**src/rtl/mmio_pkg.sv**
```systemverilog
package mmio_pkg;
  localparam int LANE_W = 8;

  typedef struct packed {
    logic ovr;
    logic rdy;
  } rx_flags_t;

  typedef struct packed {
    logic arm;
    logic rts;
  } tx_flags_t;
endpackage

```
**src/rtl/mmio_rx_side.sv**
```systemverilog
module mmio_rx_side
  import mmio_pkg::*;
#(
  parameter int BYTE_W = 8
) (
  input  logic              clk,
  input  logic              rst,
  input  logic              strobe,
  input  logic [BYTE_W-1:0] byte_in,
  input  logic              clr_rdy,
  input  logic              clr_ovr,
  output rx_flags_t         flags,
  output logic [BYTE_W-1:0] data
);
  logic lost;

  // a byte is lost only if the previous one is still unconsumed this cycle
  assign lost = strobe & flags.rdy & ~clr_rdy;

  always_ff @(posedge clk) begin
    if (rst) begin
      flags <= '0;
      data  <= '0;
    end else begin
      if (strobe) data <= byte_in;
      flags.rdy <= strobe | (flags.rdy & ~clr_rdy);
      flags.ovr <= lost | (flags.ovr & ~clr_ovr);
    end
  end

  assert_arrival_R2: assert property (@(posedge clk) disable iff (rst)
    strobe |=> (flags.rdy && data == $past(byte_in)));

  assert_overrun_set_R3: assert property (@(posedge clk) disable iff (rst)
    (strobe && flags.rdy && !clr_rdy) |=> flags.ovr);

  assert_ovr_sticky_R4: assert property (@(posedge clk) disable iff (rst)
    (flags.ovr && !clr_ovr) |=> flags.ovr);

  assert_collision_R5: assert property (@(posedge clk) disable iff (rst)
    (strobe && clr_rdy && !flags.ovr) |=> (flags.rdy && !flags.ovr));
endmodule

```
**src/rtl/mmio_tx_side.sv**
```systemverilog
module mmio_tx_side
  import mmio_pkg::*;
#(
  parameter int WORD_W = 16
) (
  input  logic                     clk,
  input  logic                     rst,
  input  logic [WORD_W/LANE_W-1:0] lane_we,
  input  logic [WORD_W-1:0]        lane_wdata,
  input  logic                     set_arm,
  input  logic                     clr_rts,
  input  logic                     tx_done,
  output tx_flags_t                flags,
  output logic [WORD_W-1:0]        word,
  output logic                     tx_start,
  output logic [WORD_W-1:0]        tx_word
);
  localparam int LANES = WORD_W / LANE_W;

  logic busy;
  logic launch;
  logic finish;

  assign launch = flags.arm & ~busy;
  assign finish = busy & tx_done;

  generate
    for (genvar k = 0; k < LANES; k++) begin : g_lane
      logic [LANE_W-1:0] lane_q;
      always_ff @(posedge clk) begin
        if (rst) lane_q <= '0;
        else if (lane_we[k]) lane_q <= lane_wdata[k*LANE_W +: LANE_W];
      end
      assign word[k*LANE_W +: LANE_W] = lane_q;
    end
  endgenerate

  always_ff @(posedge clk) begin
    if (rst) begin
      flags.arm <= 1'b0;
      flags.rts <= 1'b1;
      busy      <= 1'b0;
      tx_start  <= 1'b0;
      tx_word   <= '0;
    end else begin
      tx_start  <= launch;
      if (launch) tx_word <= word;
      flags.arm <= (flags.arm & ~finish) | set_arm;
      if (launch)      busy <= 1'b1;
      else if (finish) busy <= 1'b0;
      if (launch)       flags.rts <= 1'b0;
      else if (finish)  flags.rts <= 1'b1;
      else if (clr_rts) flags.rts <= 1'b0;
    end
  end

  assert_single_pulse_R8: assert property (@(posedge clk) disable iff (rst)
    tx_start |=> !tx_start);

  assert_launch_word_R8: assert property (@(posedge clk) disable iff (rst)
    launch |=> (tx_start && tx_word == $past(word) && !flags.rts));

  assert_done_disarms_R9: assert property (@(posedge clk) disable iff (rst)
    (finish && !set_arm) |=> (!flags.arm && flags.rts));

  assert_busy_not_ready_R10: assert property (@(posedge clk) disable iff (rst)
    busy |-> !flags.rts);

  assert_rearm_R11: assert property (@(posedge clk) disable iff (rst)
    (finish && set_arm) |=> ##1 tx_start);
endmodule

```
**src/rtl/mmio_read_port.sv**
```systemverilog
module mmio_read_port
  import mmio_pkg::*;
#(
  parameter int              ADDR_W   = 8,
  parameter int              BUS_W    = 16,
  parameter int              BYTE_W   = 8,
  parameter int              WORD_W   = 16,
  parameter logic [ADDR_W-1:0] IN_BASE  = 8'hA0,
  parameter logic [ADDR_W-1:0] OUT_BASE = 8'hB0
) (
  input  logic              clk,
  input  logic              rst,
  input  logic              rd,
  input  logic [ADDR_W-1:0] addr,
  input  rx_flags_t         rx_flags,
  input  logic [BYTE_W-1:0] rx_data,
  input  tx_flags_t         tx_flags,
  input  logic [WORD_W-1:0] word,
  output logic [BUS_W-1:0]  rdata
);
  localparam int LANES = WORD_W / LANE_W;

  logic [BUS_W-1:0] nxt;

  always_comb begin
    nxt = '0;
    if (addr == IN_BASE)                 nxt = BUS_W'(rx_flags);
    if (addr == ADDR_W'(IN_BASE + 1))    nxt = BUS_W'(rx_data);
    if (addr == OUT_BASE)                nxt = BUS_W'(tx_flags);
    for (int k = 0; k < LANES; k++) begin
      if (addr == ADDR_W'(OUT_BASE + 1 + k)) nxt = BUS_W'(word >> (LANE_W * k));
    end
  end

  always_ff @(posedge clk) begin
    if (rst) rdata <= '0;
    else     rdata <= rd ? nxt : '0;
  end

  assert_idle_zero_R7: assert property (@(posedge clk) disable iff (rst)
    !rd |=> (rdata == '0));
endmodule

```
**src/rtl/mmio_dev_pair.sv**
```systemverilog
module mmio_dev_pair
  import mmio_pkg::*;
#(
  parameter int                ADDR_W   = 8,
  parameter int                BUS_W    = 16,
  parameter int                BYTE_W   = 8,
  parameter int                WORD_W   = 16,
  parameter logic [ADDR_W-1:0] IN_BASE  = 8'hA0,
  parameter logic [ADDR_W-1:0] OUT_BASE = 8'hB0
) (
  input  logic              clk,
  input  logic              rst,
  input  logic              bus_wr,
  input  logic              bus_rd,
  input  logic [ADDR_W-1:0] bus_addr,
  input  logic [BUS_W-1:0]  bus_wdata,
  input  logic [BUS_W/8-1:0] bus_be,
  output logic [BUS_W-1:0]  bus_rdata,
  input  logic              in_strobe,
  input  logic [BYTE_W-1:0] in_byte,
  output logic [WORD_W-1:0] tx_word,
  output logic              tx_start,
  input  logic              tx_done,
  output logic              irq_in,
  output logic              irq_out
);
  localparam int LANES = WORD_W / LANE_W;
  localparam logic [ADDR_W-1:0] WORD_BASE = ADDR_W'(OUT_BASE + 1);

  rx_flags_t         rx_flags;
  tx_flags_t         tx_flags;
  logic [BYTE_W-1:0] rx_data;
  logic [WORD_W-1:0] word;
  logic              wr_rx_st, wr_tx_st;
  logic              clr_rdy, clr_ovr, set_arm, clr_rts;
  logic [LANES-1:0]  lane_we;
  logic [WORD_W-1:0] lane_wdata;

  assign wr_rx_st = bus_wr & bus_be[0] & (bus_addr == IN_BASE);
  assign wr_tx_st = bus_wr & bus_be[0] & (bus_addr == OUT_BASE);
  assign clr_rdy  = wr_rx_st & ~bus_wdata[0];
  assign clr_ovr  = wr_rx_st & ~bus_wdata[1];
  assign clr_rts  = wr_tx_st & ~bus_wdata[0];
  assign set_arm  = wr_tx_st &  bus_wdata[1];

  // a write at WORD_BASE+j puts lane 0 of the bus into word lane j, lane 1 into j+1
  generate
    for (genvar k = 0; k < LANES; k++) begin : g_wlane
      logic at_k;
      logic below_k;
      assign at_k    = (bus_addr == ADDR_W'(WORD_BASE + k));
      if (k == 0) begin : g_first
        assign below_k = 1'b0;
      end else begin : g_rest
        assign below_k = (bus_addr == ADDR_W'(WORD_BASE + k - 1));
      end
      assign lane_we[k] = bus_wr & ((at_k & bus_be[0]) | (below_k & bus_be[1]));
      assign lane_wdata[k*LANE_W +: LANE_W] = at_k ? bus_wdata[7:0] : bus_wdata[15:8];
    end
  endgenerate

  mmio_rx_side #(.BYTE_W(BYTE_W)) u_rx (
    .clk     (clk),
    .rst     (rst),
    .strobe  (in_strobe),
    .byte_in (in_byte),
    .clr_rdy (clr_rdy),
    .clr_ovr (clr_ovr),
    .flags   (rx_flags),
    .data    (rx_data)
  );

  mmio_tx_side #(.WORD_W(WORD_W)) u_tx (
    .clk        (clk),
    .rst        (rst),
    .lane_we    (lane_we),
    .lane_wdata (lane_wdata),
    .set_arm    (set_arm),
    .clr_rts    (clr_rts),
    .tx_done    (tx_done),
    .flags      (tx_flags),
    .word       (word),
    .tx_start   (tx_start),
    .tx_word    (tx_word)
  );

  mmio_read_port #(
    .ADDR_W   (ADDR_W),
    .BUS_W    (BUS_W),
    .BYTE_W   (BYTE_W),
    .WORD_W   (WORD_W),
    .IN_BASE  (IN_BASE),
    .OUT_BASE (OUT_BASE)
  ) u_rd (
    .clk      (clk),
    .rst      (rst),
    .rd       (bus_rd),
    .addr     (bus_addr),
    .rx_flags (rx_flags),
    .rx_data  (rx_data),
    .tx_flags (tx_flags),
    .word     (word),
    .rdata    (bus_rdata)
  );

  assign irq_in  = rx_flags.rdy;
  assign irq_out = tx_flags.rts;

  logic mapped;
  assign mapped = (bus_addr == IN_BASE) || (bus_addr == ADDR_W'(IN_BASE + 1)) ||
                  ((bus_addr >= OUT_BASE) && (bus_addr <= ADDR_W'(OUT_BASE + LANES)));

  assert_unmapped_zero_R7: assert property (@(posedge clk) disable iff (rst)
    (bus_rd && !mapped) |=> (bus_rdata == '0));

  assert_rx_irq_rise_R2: assert property (@(posedge clk) disable iff (rst)
    in_strobe |=> irq_in);
endmodule

```
**config.mk**
```make
export PLATFORM = sky130hd
export DESIGN_NAME = mmio_dev_pair
export DESIGN_NICKNAME = d
export VERILOG_FILES = /design/src/rtl/mmio_pkg.sv /design/src/rtl/mmio_rx_side.sv /design/src/rtl/mmio_tx_side.sv /design/src/rtl/mmio_read_port.sv /design/src/rtl/mmio_dev_pair.sv
export SDC_FILE = /design/constraint.sdc
export NUM_CORES = 1
export LEC_CHECK = 0
export ABC_AREA = 1
export BUFFER_PORTS_ARGS = -buffer_cell sky130_fd_sc_hd__buf_2
export CORE_MARGIN = 5
export CORE_UTILIZATION = 45
export CTS_CLUSTER_SIZE = 24
export DETAILED_ROUTE_END_ITERATION = 6
export PLACE_DENSITY_LB_ADDON = 0.25
export SLEW_MARGIN = 30
export SYNTH_ARGS = -nofsm -noshare
export SYNTH_HDL_FRONTEND = slang
export SYNTH_HIERARCHICAL = 1
export SYNTH_SLANG_ARGS = --single-unit
```
**constraint.sdc**
```tcl
create_clock -name clk -period 1.37 [get_ports clk]
set_input_delay 0.274 -clock clk [delete_from_list [all_inputs] [get_ports clk]]
set_output_delay 0.274 -clock clk [all_outputs]
set_load 0.005 [all_outputs]
```
; After elaboration in Yosys (flattened, before gate mapping)
; Cells that the tools add are included.
[totals]
reg_bits = 62
input_bits = 40
out_inout_bits = 35
elab_cells = 63
[classes]
eq_ne = 5
mux = 12
bitwise_logic = 30
reduce_logical = 4
[op_table]
columns = op, n
row1 = $mux 16, 3
row2 = $eq 8x8->1 const B, 5
row3 = $mux 8, 3
row4 = $and 1x1->1, 19
row5 = $not 1->1, 7
row6 = $mux 1, 5
row7 = $or 1x1->1, 4
row8 = $reduce_bool 3->1, 1
row9 = $reduce_or 3->1, 1
row10 = $mux 2, 1
row11 = $reduce_bool 2->1, 1
row12 = $reduce_or 2->1, 1

; Logic depth before layout (Yosys ltp)
; Gate-level depths: netlist (run 1).
[depth]
word_depth = 6
ltp_mapped = 9
mapped_depth_nobuf = 8

; Hierarchy
; Netlist (run 1), hierarchy kept.
[modules_own_cells]
columns = mod, instances, cells_each, area_per_inst_um2
row1 = mmio_tx_side, 1, 187, 1360.1
row2 = mmio_read_port, 1, 110, 782.0
row3 = mmio_dev_pair, 1, 85, 427.9
row4 = mmio_rx_side, 1, 44, 396.6

; Least setup slack after synthesis (run 1)
; OpenSTA, ideal clock, no wires.
[synth_timing]
path_type = input-to-reg
startpoint = input bus_addr[6]
endpoint = register u_tx.g_lane[0].lane_q[0]
setup_time_ns = 0.116
t_arrival_ns = 1.177
required_ns = 1.254
path_slack_ns = 0.078
stages = 9
n_path_buf = 1
cell_sequence = inv_1 nand2_1 nor2_4 buf_6 nand2_4 nor2_2 inv_1 nor2_1 nor2_1
[synth_via]
elab_chain_cells = 3
[synth_rtl]
columns = item, line
row1 = "start, declared", mmio_dev_pair.sv:15  ; input logic [ADDR_W-1:0] bus_addr,
row2 = $eq 8x8->1, mmio_dev_pair.sv:51  ; assign at_k = (bus_addr == ADDR_W'(WORD_BASE + k));
row3 = $and 1x1->1 (2 in a row), mmio_dev_pair.sv:57  ; assign lane_we[k] = bus_wr & ((at_k & bus_be[0]) | (below_k & bus_be[1]));
row4 = via lane_we[0], mmio_dev_pair.sv:36  ; logic [LANES-1:0] lane_we;
row5 = "end signal, assigned", mmio_tx_side.sv:32  ; else if (lane_we[k]) lane_q <= lane_wdata[k*LANE_W +: LANE_W];
row6 = "end, declared", mmio_tx_side.sv:29  ; logic [LANE_W-1:0] lane_q;
; The timed path passes the listed nets, and every way through them passes these cells.
; A chain may end at the register's enable or synchronous reset.

; Final worst setup path (run 1)
[layout_timing]
startpoint = register u_rx/flags[0] in the netlist's numbering
endpoint = output irq_in
[layout_lines]
columns = item, line
row1 = "start, declared", mmio_rx_side.sv:12  ; output rx_flags_t flags,
row2 = "end, declared", mmio_dev_pair.sv:24  ; output logic irq_in,
; No word-level cell between the ends.

==> key figures, run 1 <==
Power
  • Leak: 1.85 nW
  • Cell Pwr Density: 1070 mW/mm2
  • Peak supply drop: 0.000665 V

Synth
  • Most common cell in the netlist: nor2_1
  • Post-Synthesis Cells: 426
  • Synth area leader: dfxtp_1
  • Post-Syn Area per Cell: 6.96 um2
  • Post-Syn Nets: 466
  • Post-synthesis sequential area ratio: 0.418
  • Most instantiated cells after synthesis: 90 x nor2_1, 88 x nand2_1, 62 x dfxtp_1
  • Synth unique cells: 28
  • Top post-synthesis cells by area: dfxtp_1 42%, nor2_1 11%, nand2_1 11%, nand3_1 8.3%, inv_1 6.5%
  • Register bit total from synthesis: 62
  • Synth Flop Type: dfxtp_1
  • Mapped Area: 0.00297 mm2
  • Synth warn: 6
  • Async set-reset flop share out of synthesis: 0
  • Post-synth top area share: 0.418
  • Post-synth EDFFs: 0

Setup path
  • Critical path type: reg -> out
  • WP data required: 1100 ps
  • CP Buf/Inv Count: 1
  • Delay-heaviest family, CP: flip-flops
  • Worst path cell trace: buf_2
  • Critical Path Source Type: flop
  • Crit end category: output port
  • Worst Path Max Fanout: 4
  • Largest stage delay, worst path: 400 ps
  • Worst EP arrival: 880 ps
  • Max stage delay cell, worst path: dfxtp_1
  • R2R Setup Slk: 300 ps

Timing
  • Max-slew headroom: 0.762
  • Fin. Hold Viols: 0
  • RSZ-0062 raised after global routing: no
  • Setup violators final: 0
  • Hold slack: 194 ps
  • Setup TNS: 0 ps
  • Final worst-path cycle share: 0.841
  • Max-slew violation count: 0
  • Min Tclk post-route: 1150 ps
  • Slew at the pin with the worst max-slew slack: 356 ps
  • FMAX: 868 MHz
  • Max Clock Skew: 6.94 ps

Clocking
  • H-tree depth: 3
  • Post-CTS Hold Fix Bufs: 0
  • Root buffer cell: clkbuf_8
  • Worst-skew pair later-pin latency: 340 ps
  • Num CTS Buffers: 9
  • Clock transition at the registers of the reported paths: 70 ps
  • CTS tree: done
  • Max Buffers Root-to-Sink: 2
  • Post-cts resize count: 0
  • CTS sink count: 62
  • Post-CTS setup buffers: 0

Route
  • Final wirelength: 7190 um
  • Drt drc: 0
  • Drt via density: 4.76
  • Routed len/inst: 12.1 um
  • Drt pass-1 iters: 5
  • Initial DRC count: 100
  • Post-route antenna net violation count: 0
  • Routed vias: 2820

Final layout
  • Layout cell share with drive strength beyond 1: 0.273
  • Nets: 551
  • Layout Cells excl Fill: 593
  • Area growth syn-to-layout: 24.1%
  • Inserted Diodes: 0

Global routing
  • Global-route wire length before repair: 11900 um
  • Global route overflow: 0
  • Antenna violations before repair: 0
  • Total track usage: 0.176
  • Largest net degree at the start of global routing: 35
  • Number of global-route vias before repair: 2672

Die
  • Cell Rows: 29
  • Starting Density: 0.465
  • Core ar.: 0.00639 mm2
  • Number of I/O pins: 75
  • Die Span X: 91.2 um
  • Die ar.: 0.00832 mm2
  • Height of the die: 91.2 um

Placed design
  • Placed cells: 577
  • Placer Congestion: 0.870
  • Dpl hpwl: 5690 um
  • Port-buffer cells: 74

Worst hold path
  • Hold Crit Class: in -> reg

Flow run
  • Max cap viols: 0

Status
  • Status: complete, no violations
-- final cells by class --
cell class	count	area [um2]
multi-input combinational	295	1400
timing repair buffer	87	493
fill	635	2700
inverter	56	218
sequential	62	1240
tap	77	96.3
clock buffer	13	169
clock inverter	3	65.1
-- path summary, 6_finish.rpt --
kind | startpoint | to | depth (start not counted)
hold reg to reg | u_rx/data[6] | u_rx/data[6] | 2
setup / recovery | u_rx/flags[0] | irq_in | 1
hold / removal | in_byte[1] | u_rx/data[1] | 3
setup reg to reg | u_tx/flags[1] | u_tx/tx_word[2] | 4
-- routing by layer --
layer,global-route usage,vias to the layer above,wire length (um),part of all wire
li1,-,1490,-,-
met2,0.275,83,3280,0.46
met5,0,-,0,0
met4,0.0733,0,109,0.015
met3,0.0438,10,484,0.067
met1,0.232,1237,3320,0.46
-- stage by stage --
stage | instance area, um2 | util | worst slack (ps) | power, mW
floorplan | 2970 | - | 77.6 | 2.03
global placement | 3450 | 0.540 | -27.8 | 2.15
detailed placement | 3450 | 0.540 | -35.2 | 2.15
CTS | 3680 | 0.577 | 194 | 3.98
global route | 3680 | 0.577 | 164 | 4.09
finish | 3680 | 0.577 | 219 | 3.93
-- cell usage in the layout (no fill, tap or decap), types with 4 or more instances in the layout --
| cell type | instances |
|---|---|
| nor2_1 | 90 |
| nand2_1 | 88 |
| buf_2 | 74 |
| dfxtp_1 | 62 |
| inv_1 | 51 |
| nand3_1 | 49 |
| o21ai_0 | 17 |
| clkbuf_8 | 12 |
| buf_4 | 11 |
| nand2_2 | 10 |
| a21oi_2 | 9 |
| o21ai_1 | 6 |
| inv_2 | 4 |
| nor2_4 | 4 |
| nor3_1 | 4 |
-- sequential cells by signal, summed over array words and instances (netlist names) --
register and flops:
u_tx/g_lane.lane_q 16, u_tx/tx_word 16, u_rd/rdata 16, u_rx/flags 2, u_tx/flags 2, u_rx/data 8
u_tx/busy 1, u_tx/tx_start 1
-- logic make-up (layout without fill, tap and decap cells) --
kind of cell           after synthesis  after routing  share of synthesized area
AOI/OAI and AO/OA                   34             34                     0.0687
buffers and inverters               69            159                      0.110
DFF                                 62             62                      0.418
and+or+nand+nor                    261            261                      0.403
-- worst min-delay path, stage by stage --
cell     delay, ps
buf_2           90
nand2_1         70
a21oi_2         50
-- power by group --
| part | switching (mW) | total [mW] | leakage (nW) | internal (mW) |
|---|---|---|---|---|
| logic | 0.164 | 0.277 | 1.23 | 0.113 |
| clock network | 0.653 | 1.82 | 0.120 | 1.17 |
| registers | 0.0120 | 1.83 | 0.501 | 1.82 |
Note: power is estimated with default switching activity, not from simulation.
==> run 2, diff against run 1 <==
==> constraint.sdc (replaced) <==
create_clock -name clk -period 1 [get_ports clk]
set_input_delay 0.2 -clock clk [delete_from_list [all_inputs] [get_ports clk]]
set_output_delay 0.2 -clock clk [all_outputs]
set_load 0.005 [all_outputs]
==> run 2 against run 1 <==
Net effect:
- clock power hardly changed
- wire length is 0.51% higher
- non-clock buffer count increased by 18
- critical path type is now in -> reg
- highest routed layer unchanged
==> key figures, run 2 (synthesis results as in run 1) <==
Status
  • Status: complete, no violations

Clocking
  • Root buffer cell: clkbuf_8
  • CTS sink count: 62
  • Max Buffers Root-to-Sink: 2
  • Num CTS Buffers: 9
  • Clock transition at the registers of the reported paths: 60 ps
  • CTS tree: done
  • H-tree depth: 3
  • Worst-skew pair later-pin latency: 320 ps

Die
  • Core ar.: 0.00639 mm2
  • Number of I/O pins: 75
  • Starting Density: 0.465
  • Die ar.: 0.00832 mm2
  • Die Span X: 91.2 um
  • Height of the die: 91.2 um
  • Cell Rows: 29

Setup path
  • Delay-heaviest family, CP: simple AND/OR/NAND/NOR gates
  • Max stage delay cell, worst path: buf_4
  • Critical path type: in -> reg
  • Worst EP arrival: 1220 ps
  • CP Buf/Inv Count: 4
  • Largest stage delay, worst path: 140 ps
  • Worst path cell trace: buf_4 -> inv_12 -> nand2_4 -> nor2_4 -> buf_12 -> buf_6 -> nand2_4 -> nand2_1 -> nand2_1 -> nor2_1 -> nor2_1
  • Critical Path Source Type: input pin
  • Worst Path Max Fanout: 8
  • Crit end category: flop
  • WP data required: 1220 ps

Timing
  • Fin. Hold Viols: 0
  • Min Tclk post-route: 998 ps
  • Setup TNS: 0 ps
  • Final worst-path cycle share: 0.998
  • Setup violators final: 0
  • FMAX: 1000 MHz
  • Max-slew violation count: 0
  • RSZ-0062 raised after global routing: yes
  • Slew at the pin with the worst max-slew slack: 255 ps
  • Max Clock Skew: 4.13 ps
  • Max-slew headroom: 0.829

Final layout
  • Top Registers: u_rd/rdata (16), u_tx/g_lane.lane_q (16), u_tx/tx_word (16)
  • Post-Route Utilization: 0.606
  • Inserted Diodes: 0
  • Leading cell type in the layout, fill and taps excluded: nor2_1
  • Area of the multi-input gates: 0.00146 mm2
  • Most frequent cells in the layout: 87 x nor2_1, 83 x nand2_1, 72 x buf_2
  • Fillers: 611
  • Reg area: 0.00126 mm2
  • Nets: 569
  • Area growth syn-to-layout: 30.5%
  • Layout cell share with drive strength beyond 1: 0.345
  • Final Cell Area: 0.00387 mm2

Power
  • Peak supply drop: 0.000872 V
  • Switching power: 1.09 mW
  • Int Power: 3.66 mW
  • Comb pwr share: 0.092
  • Switching Fraction: 0.230
  • Leak: 1.92 nW
  • Cell Pwr Density: 1230 mW/mm2
  • Sequential share of power: 0.528
  • Clock Power Share: 0.380

Placed design
  • Port-buffer cells: 74
  • Dpl cell area: 0.00356 mm2
  • Placer Congestion: 0.869
  • Dpl hpwl: 5660 um

Route
  • Drt drc: 0
  • Routed vias: 2887
  • Drt via density: 4.75
  • Initial DRC count: 84
  • Drt pass-1 iters: 5
  • Routed len/inst: 11.9 um
  • Final wirelength: 7230 um
  • Post-route antenna net violation count: 0

Global routing
  • Largest net degree at the start of global routing: 19
  • Total track usage: 0.175
  • Global-route wire length before repair: 12200 um
  • Antenna violations before repair: 0
  • Number of global-route vias before repair: 2676
  • Global route overflow: 0

Flow run
  • Max cap viols: 0

Worst hold path
  • Hold Crit Class: in -> reg
==> run 2: power groups by stage <==
| stage | Combinational (mW) | Clock, mW | Sequential [mW] |
|---|---|---|---|
| after floorplan | 0.232 | 0 | 2.56 |
| after global placement | 0.406 | 0 | 2.57 |
| after detailed placement | 0.409 | 0 | 2.57 |
| after CTS | 0.419 | 1.87 | 2.51 |
| after global routing | 0.485 | 1.97 | 2.51 |
| final | 0.438 | 1.81 | 2.51 |
==> run 2: worst reg2reg max path: cells and delay by family, from the launching register on <==
| family | cells | cell delay, ps |
|---|---|---|
| flops | 1 | 330 |
| simple gates | 4 | 330 |
| buf+inv | 1 | 150 |
==> run 2: path summary, 6_finish.rpt <==
check        cells past startpoint  slack [ps]              from                        to
max                             11           2       bus_addr[6]  u_tx/g_lane[1].lane_q[3]
min                              3         130        in_byte[7]              u_rx/data[7]
max reg2reg                      5         100     u_tx/flags[1]             u_rd/rdata[1]
min reg2reg                      2         470  u_tx/tx_word[15]          u_tx/tx_word[15]
==> run 2: cell type report <==
| cell class | instances | area share |
|---|---|---|
| timing repair buffer | 105 | 0.171 |
| tap | 77 | 0.0249 |
| clock inverter | 2 | 0.00259 |
| inverter | 56 | 0.0608 |
| clock buffer | 11 | 0.0391 |
| sequential | 62 | 0.325 |
| multi-input combinational | 295 | 0.377 |
==> run 2: timing repair <==
action,4_1_cts,5_1_grt
buffers inserted,5,5
hold buffers,0,0
setup endpoints to repair,5,53
pin swaps,2,7
gates resized for setup,4,25
endpoints found under the hold margin,0,0
==> run 2: metal layers <==
| layer | track usage | vias to the layer above | wire (um) |
|---|---|---|---|
| met5 | 0 | - | 0 |
| met4 | 0.0623 | 0 | 58 |
| met3 | 0.0347 | 7 | 462 |
| met2 | 0.271 | 88 | 3280 |
| met1 | 0.243 | 1270 | 3420 |
| li1 | - | 1522 | - |
==> run 2: metrics by stage <==
step / setup slack (ps) / hold WS [ps] / power, mW / instances
final: 1.68 / 127 / 4.76 / 608
after CTS: 9.02 / 116 / 4.80 / 603
after detailed placement: -366 / 459 / 2.97 / 585
after floorplan: -96.7 / 272 / 2.79 / 426
after global routing: -21.9 / 121 / 4.96 / 608
after global placement: -330 / 458 / 2.97 / 585
